==> config.mk <==
export PLATFORM = sky130hd
export DESIGN_NAME = bcd_adjust_unit
export DESIGN_NICKNAME = d
export VERILOG_FILES = /design/src/rtl/bcd_adjust_unit.sv
export SDC_FILE = /design/constraint.sdc
export NUM_CORES = 1
export LEC_CHECK = 0
export CAP_MARGIN = 15
export CORE_MARGIN = 5
export CORE_UTILIZATION = 25
export DETAILED_ROUTE_END_ITERATION = 8
export SYNTH_ARGS = -nofsm -noshare
export SYNTH_HDL_FRONTEND = slang
export SYNTH_SLANG_ARGS = --single-unit
==> constraint.sdc <==
create_clock -name clk -period 0.8 [get_ports clk]
set_input_delay 0.12 -clock clk [delete_from_list [all_inputs] [get_ports clk]]
set_output_delay 0.12 -clock clk [all_outputs]
set_load 0.02 [all_outputs]
==> src/rtl/bcd_adjust_unit.sv <==
module bcd_adjust_unit (
  input  logic        clk,
  input  logic        rst_n,
  input  logic        valid_in,
  input  logic [1:0]  op,
  input  logic [15:0] acc_in,
  input  logic        af_in,
  input  logic        cf_in,
  output logic [15:0] acc_out,
  output logic        af_out,
  output logic        cf_out,
  output logic        done
);
  logic [7:0] lo, hi, lo_step, lo_dec, hi_unp;
  logic       nib_fix, dec_fix, is_sub, unpacked;
  logic [15:0] acc_nx;
  logic       cf_nx;

  assign lo       = acc_in[7:0];
  assign hi       = acc_in[15:8];
  assign is_sub   = op[0];
  assign unpacked = op[1];

  assign nib_fix = (lo[3:0] > 4'd9) | af_in;
  assign dec_fix = (lo > 8'h99) | cf_in;

  assign lo_step = nib_fix ? (is_sub ? lo - 8'h06 : lo + 8'h06) : lo;
  assign lo_dec  = dec_fix ? (is_sub ? lo_step - 8'h60 : lo_step + 8'h60) : lo_step;
  assign hi_unp  = nib_fix ? (is_sub ? hi - 8'h01 : hi + 8'h01) : hi;

  assign acc_nx = unpacked ? {hi_unp, 4'h0, lo_step[3:0]} : {hi, lo_dec};
  assign cf_nx  = unpacked ? nib_fix : dec_fix;

  always_ff @(posedge clk or negedge rst_n) begin
    if (!rst_n) begin
      acc_out <= '0;
      af_out  <= 1'b0;
      cf_out  <= 1'b0;
      done    <= 1'b0;
    end else begin
      done <= valid_in;
      if (valid_in) begin
        acc_out <= acc_nx;
        af_out  <= nib_fix;
        cf_out  <= cf_nx;
      end
    end
  end
endmodule

==> impl_metrics.csv <==
group,metric,value,unit
synth,synth_top_family_by_area,"compound AO/OA/AOI/OAI gates",
synth,synthSimpleGateAreaFrac,17.7,%
cts,cts_htree_levels,1,
global_routing,track_usage,12.9,%
place,routabilityCongestion,0.765,
job,cap_violations,0,
routing,vias,1785,
setup_path,critPathRequiredTime,0.94,ns
place,dpl_cell_area,0.00268,mm²
cts,clock_path_buffers,2,
synth,synth_compound_area_share,29.5,%
global_routing,grt_use_met2,22.9,%
outcome,violations,"negative setup slack",
die,core,0.00585,mm²
power,p_per_area,1280,mW/mm²
synth,synthMuxAreaShare,1.42,%
final_layout,antenna_cells,0,
synth,synth_xor_area_share,2.35,%
global_routing,grt_pass1_wl,7.96,mm
routing,dr.pass1.iters,4,
timing,whs,0.213,ns
routing,first_iter_violations,38,
synth,synth_top_cells_by_count,"dfrtp_1 (19), nor2_1 (16), a21oi_1 (14)",
die,num_rows,28,
routing,post_drt_via_cell_ratio,4.76,
global_routing,busiest_layer,"met2",
timing,slew_headroom,77.3,%
synth,synth_edf_count,0,
timing,setup_viol,35,
setup_path,cp_cell_sequence,"buf_8 -> buf_4 -> ha_4 -> buf_6 -> a211oi_2 -> o22ai_1 -> a2bb2oi_2 -> fa_2 -> xnor2_2 -> a21oi_1 -> a31oi_1 -> xnor2_1 -> o2bb2ai_1",
final_layout,fill_cells,522,
setup_path,critPathKind,"input pin to flop",
synth,synth-seq-area-share,31.8,%
timing,rsz0062_at_grt,"yes",
synth,yosys.area_share.adder,13.2,%
timing,slew_viol_final,0,
cts,cts_sinks,19,
setup_path,endpoint_kind,"flop",
setup_path,startpoint,"op[0]",
final_layout,final_nets,338,
synth,ys_types,43,
final_layout,drive_gt1_share,57.0,%
synth,synthTopCellsByArea,"dfrtp_1 (32%), ha_1 (9.2%), a21oi_1 (4.7%)",
global_routing,grt_max_degree,20,
routing,drc,0,
setup_path,slowest_stage,"fa_2",
synth,post-synth-top-count-cell,"dfrtp_1",
synth,synthesis.area,0.00149,mm²
timing,hold_viol,0,
synth,synth_cells,168,
synth,avgSynthCellArea,8.89,µm²
timing,layout_setup_ws,-1.30,ns
global_routing,antenna_found_initial,0,
cts,numCtsBuffers,3,
cts,cts_hold_buf,0,
outcome,outcome,"complete, but fails checks",
setup_path,crit_arrival,2.24,ns
die,initial_core_util,25.5,%
global_routing,use_met3,1.14,%
cts,cts_tree,"done",
die,die_width,87.3,µm
setup_path,path_max_fanout,3,
timing,tightest_slew,0.338,ns
global_routing,globalRouteOverflowTotal,0,
routing,final_antenna_net_count,0,
synth,async_reset_ff_share,100,%
final_layout,utilization,53.8,%
routing,routed_wl,5.12,mm
synth,yosysTopAreaCell,"dfrtp_1",
setup_path,start_kind,"input pin",
timing,fin_crit,2.10,ns
cts,clkSlewWorstSetupHoldPaths,0.07,ns
synth,synth_warnings,0,
die,num_io_pins,42,
power,peakVddDrop,786,µV
place,port-buffer-count,41,
timing,max_clock_freq,0.476,GHz
synth,ys_ff_latch,19,
setup_path,crit_buf_inv,3,
timing,period_share,263,%
timing,clock_skew,0,ns
power,p_leak,0.00139,µW
synth,syn_nets,205,
setup_path,cp_top_family,"compound AO/OA/AOI/OAI gates",
die,fp.dieArea,0.00762,mm²
synth,synth_top_area_share,31.8,%
cts,insertion_delay,0.25,ns
setup_path,cpPeakStageDelay,0.37,ns
hold_path,hold_path.class,"input pin to async pin",
die,fp.dieH,87.3,µm
place,place_hpwl,3.75,mm
final_layout,syn2layout_area_growth,111,%
timing,tns,-13.10,ns
final_layout,final_area,0.00315,mm²
cts,clk_root_buffer_cell,"clkbuf_8",
global_routing,grt_use_met1,17.0,%
routing,wl_per_cell,13.6,µm
synth,synthFlopType,"dfrtp_1",
global_routing,grt_pass1_vias,1761,
setup_path,timing.rr.start,"acc_out[13]",
==> power by group <==
group          leakage, µW  total (µW)  internal, µW  switching (µW)
logic              0.00114        2190          1260             932
clock network    0.0000228         654           353             301
registers         0.000223        1180          1090            97.6
==> layout make-up <==
class	count	area, µm²	share of cell area, %
Multi-Input combinational cell	136	1260	40.1
Tap cell	75	93.8	2.98
Clock buffer	4	45.0	1.43
Inverter	8	33.8	1.07
Sequential cell	19	477	15.1
Timing Repair Buffer	133	1230	39.2
==> flip-flops by register name (all words and copies together) (netlist names) <==
name and cells:
acc_out 16, af_out 1, cf_out 1, done 1
==> cell usage in the layout, fill, tap and decap left out, drive strengths merged, types with 2 or more instances in the layout <==
master | netlist | final
or4 | 3 | 3
a21oi | 14 | 14
clkdlybuf4s50 | 0 | 7
clkbuf | 2 | 6
or3 | 2 | 2
inv | 8 | 7
nor2 | 16 | 16
fa | 3 | 3
nor2b | 5 | 5
a31oi | 6 | 6
dlygate4sd2 | 0 | 6
o22ai | 2 | 2
nand2b | 5 | 5
a211oi | 8 | 8
nor3b | 3 | 3
o211ai | 2 | 2
nand3 | 2 | 2
nor3 | 6 | 6
a21o | 3 | 3
nand2 | 5 | 5
ha | 11 | 11
buf | 3 | 115
dlymetal6s2s | 0 | 2
o21ai | 13 | 13
dfrtp | 19 | 19
xnor2 | 3 | 3
o21a | 5 | 5
a221o | 2 | 2
==> worst register-to-register path, cell delays in order, from the launching register on <==
cell	delay (ns)
dfrtp_1	0.39
inv_1	0.05
o21ai_0	0.08
or3_1	0.37
==> metal layers <==
layer  up-vias  wire [µm]
li1        900          -
met2        28       2610
met1       855       2310
met4         0         34
met3         2        162
met5         -          0
==> path summary, 6_finish.rpt <==
| kind | to | slack (ns) | depth (start not counted) |
|---|---|---|---|
| setup / recovery | acc_out[7] | -1.30 | 13 |
| setup reg to reg | acc_out[13] | -0.21 | 3 |
| hold / removal | acc_out[0] | 0.21 | 2 |
| min in group clk | acc_out[2] | 0.24 | 4 |
| max in group asynchronous | acc_out[0] | 0.45 | 2 |
| hold reg to reg | acc_out[0] | 0.54 | 1 |
==> kinds of logic after synthesis <==
| family | Yosys count |
|---|---|
| compound gates | 66 |
| simple gates | 50 |
| flops | 19 |
| fa+ha+maj | 14 |
| buf+inv | 13 |
| xor+xnor | 4 |
| mux | 2 |
==> stage by stage <==
step,power (µW),instances,worst slack [ns]
6_report,4030,375,-1.30
5_1_grt,4280,375,-1.40
4_1_cts,3890,363,-1.32
3_5_place_dp,3020,347,-2.09
3_3_place_gp,2990,347,-2.03
2_1_floorplan,2050,168,-1.39
==> timing repair <==
action	4_1_cts	5_1_grt
pin swaps	22	20
gates resized for setup	172	31
buffers inserted	11	12
setup endpoints to repair	37	37
gates cloned	1	0
Note: power is estimated with default switching activity, not from simulation.
